===== src/rtl/sbec_pkg.sv =====
package sbec_pkg;
    typedef enum logic [1:0] {
        RES_NONE  = 2'd0,
        RES_FIXED = 2'd1,
        RES_FAIL  = 2'd2
    } res_e;

    typedef enum logic [1:0] {
        ST_IDLE = 2'd0,
        ST_EVAL = 2'd1,
        ST_FLIP = 2'd2
    } fsm_e;

    localparam int CODE_W = 24;
    localparam int HALF_W = 12;
    localparam int OFF_W  = 9;
    localparam int BIT_W  = 3;
endpackage


===== src/rtl/sbec_pack.sv =====
module sbec_pack
    import sbec_pkg::*;
(
    input  logic [31:0]       raw,
    output logic [CODE_W-1:0] code
);
    // Each 12-bit parity half sits in the low part of a 16-bit lane.
    for (genvar h = 0; h < 2; h++) begin : g_half
        assign code[h*HALF_W +: HALF_W] = ~raw[h*16 +: HALF_W];
    end
endmodule


===== src/rtl/sbec_classify.sv =====
module sbec_classify
    import sbec_pkg::*;
#(
    parameter int SECTOR_BYTES = 512
) (
    input  logic [CODE_W-1:0] diff,
    output res_e              kind,
    output logic              flip,
    output logic [OFF_W-1:0]  offset,
    output logic [BIT_W-1:0]  bitidx
);
    localparam logic [OFF_W:0] LIMIT = (OFF_W+1)'(SECTOR_BYTES);

    logic [HALF_W-1:0] fold;
    logic              data_err;
    logic              in_range;

    always_comb begin
        fold     = diff[HALF_W-1:0] ^ diff[CODE_W-1:HALF_W];
        data_err = (fold == {HALF_W{1'b1}});
        in_range = ({1'b0, diff[CODE_W-1:HALF_W+BIT_W]} < LIMIT);
        kind     = RES_FAIL;
        flip     = 1'b0;
        offset   = '0;
        bitidx   = '0;
        if (diff == '0) begin
            kind = RES_NONE;
        end else if (data_err) begin
            if (in_range) begin
                kind   = RES_FIXED;
                flip   = 1'b1;
                offset = diff[CODE_W-1:HALF_W+BIT_W];
                bitidx = diff[HALF_W+BIT_W-1:HALF_W];
            end
        end else if ((diff & (diff - 1'b1)) == '0) begin
            kind = RES_FIXED;
        end
    end
endmodule


===== src/rtl/sbec_sector_ram.sv =====
module sbec_sector_ram #(
    parameter int DEPTH = 512,
    localparam int AW = $clog2(DEPTH)
) (
    input  logic          clk,
    input  logic          we,
    input  logic [AW-1:0] addr,
    input  logic [7:0]    wdata,
    output logic [7:0]    rdata
);
    logic [7:0] mem [DEPTH];

    always_ff @(posedge clk) begin
        if (we) mem[addr] <= wdata;
        rdata <= mem[addr];
    end
endmodule


===== src/rtl/sbec_repair.sv =====
module sbec_repair
    import sbec_pkg::*;
#(
    parameter int SECTOR_BYTES = 512,
    localparam int AW = $clog2(SECTOR_BYTES)
) (
    input  logic              clk,
    input  logic              rst_n,
    input  logic [31:0]       par_raw,
    output logic [CODE_W-1:0] enc_code,
    input  logic              chk_start,
    input  logic [CODE_W-1:0] chk_stored,
    input  logic [31:0]       chk_raw,
    output logic              chk_done,
    output logic [1:0]        chk_result,
    output logic [OFF_W-1:0]  fix_offset,
    output logic [BIT_W-1:0]  fix_bit,
    input  logic              host_we,
    input  logic [AW-1:0]     host_addr,
    input  logic [7:0]        host_wdata,
    output logic [7:0]        host_rdata
);
    typedef struct packed {
        fsm_e              fsm;
        logic [CODE_W-1:0] diff;
        res_e              res;
        logic [OFF_W-1:0]  off;
        logic [BIT_W-1:0]  bitx;
        logic              done;
    } eng_t;

    eng_t cur_q, nxt_d;

    logic [CODE_W-1:0] calc_code;
    res_e              cls_kind;
    logic              cls_flip;
    logic [OFF_W-1:0]  cls_off;
    logic [BIT_W-1:0]  cls_bit;
    logic              ram_we;
    logic [AW-1:0]     ram_addr;
    logic [7:0]        ram_wd;
    logic [7:0]        ram_rd;

    sbec_pack u_enc  (.raw(par_raw), .code(enc_code));
    sbec_pack u_calc (.raw(chk_raw), .code(calc_code));

    sbec_classify #(.SECTOR_BYTES(SECTOR_BYTES)) u_cls (
        .diff   (cur_q.diff),
        .kind   (cls_kind),
        .flip   (cls_flip),
        .offset (cls_off),
        .bitidx (cls_bit)
    );

    sbec_sector_ram #(.DEPTH(SECTOR_BYTES)) u_ram (
        .clk   (clk),
        .we    (ram_we),
        .addr  (ram_addr),
        .wdata (ram_wd),
        .rdata (ram_rd)
    );

    always_comb begin
        nxt_d      = cur_q;
        nxt_d.done = 1'b0;
        ram_we     = 1'b0;
        ram_addr   = host_addr;
        ram_wd     = host_wdata;
        case (cur_q.fsm)
            ST_IDLE: begin
                ram_we = host_we;
                if (chk_start) begin
                    nxt_d.diff = calc_code ^ chk_stored;
                    nxt_d.fsm  = ST_EVAL;
                end
            end
            ST_EVAL: begin
                ram_addr   = cls_off[AW-1:0];
                nxt_d.res  = cls_kind;
                nxt_d.off  = cls_off;
                nxt_d.bitx = cls_bit;
                if (cls_flip) begin
                    nxt_d.fsm = ST_FLIP;
                end else begin
                    nxt_d.fsm  = ST_IDLE;
                    nxt_d.done = 1'b1;
                end
            end
            ST_FLIP: begin
                ram_addr   = cur_q.off[AW-1:0];
                ram_we     = 1'b1;
                ram_wd     = ram_rd ^ (8'h01 << cur_q.bitx);
                nxt_d.fsm  = ST_IDLE;
                nxt_d.done = 1'b1;
            end
            default: nxt_d.fsm = ST_IDLE;
        endcase
    end

    always_ff @(posedge clk or negedge rst_n) begin
        if (!rst_n) begin
            cur_q <= '{fsm: ST_IDLE, diff: '0, res: RES_NONE, off: '0, bitx: '0, done: 1'b0};
        end else begin
            cur_q <= nxt_d;
        end
    end

    assign chk_done   = cur_q.done;
    assign chk_result = cur_q.res;
    assign fix_offset = cur_q.off;
    assign fix_bit    = cur_q.bitx;
    assign host_rdata = ram_rd;

    AST_DONE_ONE_CYCLE: assert property (@(posedge clk) disable iff (!rst_n)
        chk_done |=> !chk_done);
    AST_ZERO_DIFF_NONE: assert property (@(posedge clk) disable iff (!rst_n)
        (chk_done && cur_q.diff == '0) |-> (chk_result == RES_NONE));
    AST_FLIP_IN_RANGE: assert property (@(posedge clk) disable iff (!rst_n)
        (cur_q.fsm == ST_FLIP) |-> ({1'b0, cur_q.off} < (OFF_W+1)'(SECTOR_BYTES)));
    AST_CODE_ERR_NO_FLIP: assert property (@(posedge clk) disable iff (!rst_n)
        (cur_q.fsm == ST_EVAL && $countones(cur_q.diff) == 1) |=> (cur_q.fsm != ST_FLIP));
    AST_BUSY_NO_RESTART: assert property (@(posedge clk) disable iff (!rst_n)
        (cur_q.fsm != ST_IDLE) |=> (cur_q.fsm != ST_EVAL));
endmodule


===== config.mk =====
export PLATFORM = sky130hd
export DESIGN_NAME = sbec_repair
export DESIGN_NICKNAME = d
export VERILOG_FILES = /design/src/rtl/sbec_pkg.sv /design/src/rtl/sbec_pack.sv /design/src/rtl/sbec_classify.sv /design/src/rtl/sbec_sector_ram.sv /design/src/rtl/sbec_repair.sv
export SDC_FILE = /design/constraint.sdc
export NUM_CORES = 2
export LEC_CHECK = 0
export BUFFER_PORTS_ARGS = -buffer_cell sky130_fd_sc_hd__buf_2
export CAP_MARGIN = 20
export CORE_MARGIN = 4
export CORE_UTILIZATION = 45
export CTS_CLUSTER_DIAMETER = 30
export CTS_CLUSTER_SIZE = 16
export DETAILED_ROUTE_END_ITERATION = 8
export PLACE_DENSITY = 0.58
export SYNTH_ARGS = -nofsm -noshare
export SYNTH_HDL_FRONTEND = slang
export SYNTH_HIERARCHICAL = 1
export SYNTH_SLANG_ARGS = --single-unit

===== constraint.sdc =====
create_clock -name clk -period 21.9 [get_ports clk]
set_input_delay 1.095 -clock clk [delete_from_list [all_inputs] [get_ports clk]]
set_output_delay 1.095 -clock clk [all_outputs]
set_load 0.01 [all_outputs]

==> metrics <==
outcome=finished clean; initial antenna violation count=26; # DRC=0; clk_skew=0.0424 ns; Core ar.=356000 µm²; Setup CP Type=reg -> reg; TritonCTS clock tree=built; Post-synth EDFFs=4096; die area=368000 µm²; GR Util All Layers=0.243; drt pass-1 iters=6; antenna violation net count after detailed routing=0; global-route wire length before repair=640000 µm; worst-skew pair later-pin latency=1.04 ns; Die W=607 µm; number of global-route vias before repair=84900; CTS resizes=0; Post-synth ARST share=0.00989; final setup TNS=0 ns; fin nets=8592; post-route minimum period=8.93 ns; WL per Instance=32.7 µm; Post-Syn Area=161000 µm²; RSZ-0062 raised after global routing=no; CP delay by family, top=buffers and inverters; clock slew at reported path FFs=0.05 ns; flop2flop setup slack=12.97 ns; worst flop-to-flop path endpoint=u_ram/rdata[1]; reg2reg start=cur_q[39]; # H-tree levels=6; Hold WC Path Type=in -> async; Total Power=25.7 mW; Unique masters post-synth=84; fraction of layout cells with a size suffix above 1=0.268; critical path's most frequent cell=buf_4; reg2reg path depth=17; row cnt=219; crit path from=cur_q[39]; count of pins over their slew limit=0; Placer Congestion=0.866; Slew @ Worst Pin=1.18 ns; power density cells=134 nW/µm²; Finish-stage setup viols=0; # clock sinks=4145; worst vdd ir=0.000111 V; CP peak stage delay=1.03 ns; Die Ht=607 µm; Peak Freq=112 MHz; Lkg Pwr=61.3 nW; total gr overflow=0; Via density=6.12; sequential share of the synthesized area=0.769; clock buffer depth=4; Synth Register Bits=4145; Slowest-stage cell, CP=nor4_1; Final Hold Fails=0; DP HPWL=272000 µm; 1st-iter DRT viols=11500; Max-Cap Viols=0; number of buffers created by CTS=702; Synth-to-Final Area Change=18.8%; crit path DAT=9.80 ns; synth warn=6; port buffer count=139; via count=84800; root buf cell=clkbuf_16; Worst Path Required=22.77 ns; relative slew slack=0.209; CP endpoint kind=flop; pin count of the biggest net entering global routing=213; critical path, cell by cell=inv_1, ha_1, nor2_1, a21oi_4, buf_12, buf_12, buf_4, buf_4, buf_4, mux4_2, and3_1, a311oi_1, a21oi_1, nand4b_1, nor4_1, buf_4, nand4_1; Setup Buffers After CTS=0; Routed WL=453000 µm; Ports=156; Tcrit/Tclk final=0.408; initial cell density of the core=0.453; cts hold-fix bufs=0; startpoint types=flop; Crit Path Max Fanout=92; Synthesized Nets=8043; Post-Syn Instances=7930; crit path buf inv count=7; Top FF cell, synth=edfxtp_1; FILL cells=27100; Syn Area/Cell=20.4 µm²
[per-stage QoR]
stage / area [µm²] / util / hold WS (ns) / setup slack [ns] / cells
4_1_cts: 192000 / 0.538 / 0.165 / 13.17 / 13800
5_1_grt: 192000 / 0.538 / 0.241 / 12.73 / 13800
3_3_place_gp: 168000 / 0.470 / 0.499 / 13.15 / 12500
3_5_place_dp: 168000 / 0.470 / 0.504 / 13.24 / 12500
2_1_floorplan: 161000 / - / 0.482 / 4.19 / 7930
6_report: 192000 / 0.538 / 0.208 / 12.97 / 13800
[metal layers]
layer | vias up | share of wire | GRT usage
li1 | 34400 | - | -
met1 | 45300 | 0.41 | 0.350
met2 | 4436 | 0.46 | 0.367
met3 | 710 | 0.10 | 0.0572
met4 | 8 | 0.033 | 0.0806
met5 | - | 0.00013 | 0
[worst max path at each step]
stage / end / depth (start not counted)
floorplan: u_ram/mem[0][0] / 2
global placement: u_ram/rdata[0] / 18
detailed placement: u_ram/rdata[0] / 15
CTS: u_ram/rdata[0] / 15
global route: u_ram/rdata[1] / 20
finish: u_ram/rdata[1] / 17
[synthesized netlist by cell type, types with 32 or more instances]
library cell,count,area share
buf_2,189,0.0059
edfxtp_1,4096,0.76
nor4_1,42,0.0016
nand4_1,51,0.0020
a22o_1,47,0.0025
nor2_1,597,0.014
a211oi_1,41,0.0019
o22ai_1,120,0.0046
a22oi_1,189,0.0088
nand2_1,131,0.0030
a31oi_1,76,0.0029
a21oi_1,103,0.0032
clkbuf_1,196,0.0046
inv_1,55,0.0013
mux2i_1,435,0.027
dfrtp_1,41,0.0064
o21ai_0,51,0.0016
a221oi_1,91,0.0049
nand3_1,49,0.0015
buf_4,72,0.0033
mux4_2,816,0.11
buf_6,32,0.0022
[layout make-up]
type / count / area [µm²] / area share
clock inverters: 511 / 5860 / 0.0306
flip-flops and latches: 4145 / 124000 / 0.647
well taps: 4751 / 5940 / 0.0310
inverters: 56 / 215 / 0.00112
multi-input cells: 3215 / 34800 / 0.181
repair buffers: 359 / 2650 / 0.0138
clock buffers: 796 / 18200 / 0.0947
diodes: 7 / 17.5 / 0.0000913
[flip-flops by register name, indices dropped and copies added (netlist names)]
name and cells:
cur_q 26, chk_done 1, u_ram/mem 4096, fix_bit 3, fix_offset 9, chk_result 2
u_ram/rdata 8
[where the power goes]
part,internal [mW],total (mW),switching [mW]
Clock,7.08,11.0,3.88
Combinational,2.13,5.84,3.72
Sequential,8.81,8.88,0.0719
Total,18.0,25.7,7.67
[worst register-to-register path, cell delays in order (launching register included)]
cell and delay (ns):
dfrtp_1 0.37, inv_1 0.09, ha_1 0.96, nor2_1 0.19
a21oi_4 0.89, buf_12 0.56, buf_12 0.57, buf_4 1.18
buf_4 0.67, buf_4 0.63, mux4_2 0.40, and3_1 0.20
a311oi_1 0.24, a21oi_1 0.06, nand4b_1 0.39, nor4_1 1.03
buf_4 0.26, nand4_1 0.08
[cell families (layout without fill, tap and decap cells)]
logic type | count (synthesis) | count (layout) | synth area share
and+or+nand+nor | 1047 | 1047 | 0.0298
adders and majority gates | 4 | 4 | 0.000310
muxes | 1283 | 1283 | 0.143
DFF | 4145 | 4145 | 0.769
other | 0 | 7 | 0
xor gates and xnor gates | 44 | 44 | 0.00239
AOI/OAI and AO/OA | 837 | 837 | 0.0370
buffers and inverters | 570 | 1722 | 0.0183
[cell usage in the layout, fill, tap and decap left out, types with 81 or more instances in the layout]
master,count
a221oi_1,91
clkinv_1,100
clkbuf_1,81
a22oi_1,189
nand2_1,125
clkinv_2,96
edfxtp_1,4096
mux4_2,816
o22ai_1,120
mux2i_1,435
clkinvlp_4,81
clkbuf_16,712
a21oi_1,86
bufinv_16,91
nor2_1,589
buf_2,140
buf_4,194
Note: power is estimated with default switching activity, not from simulation.
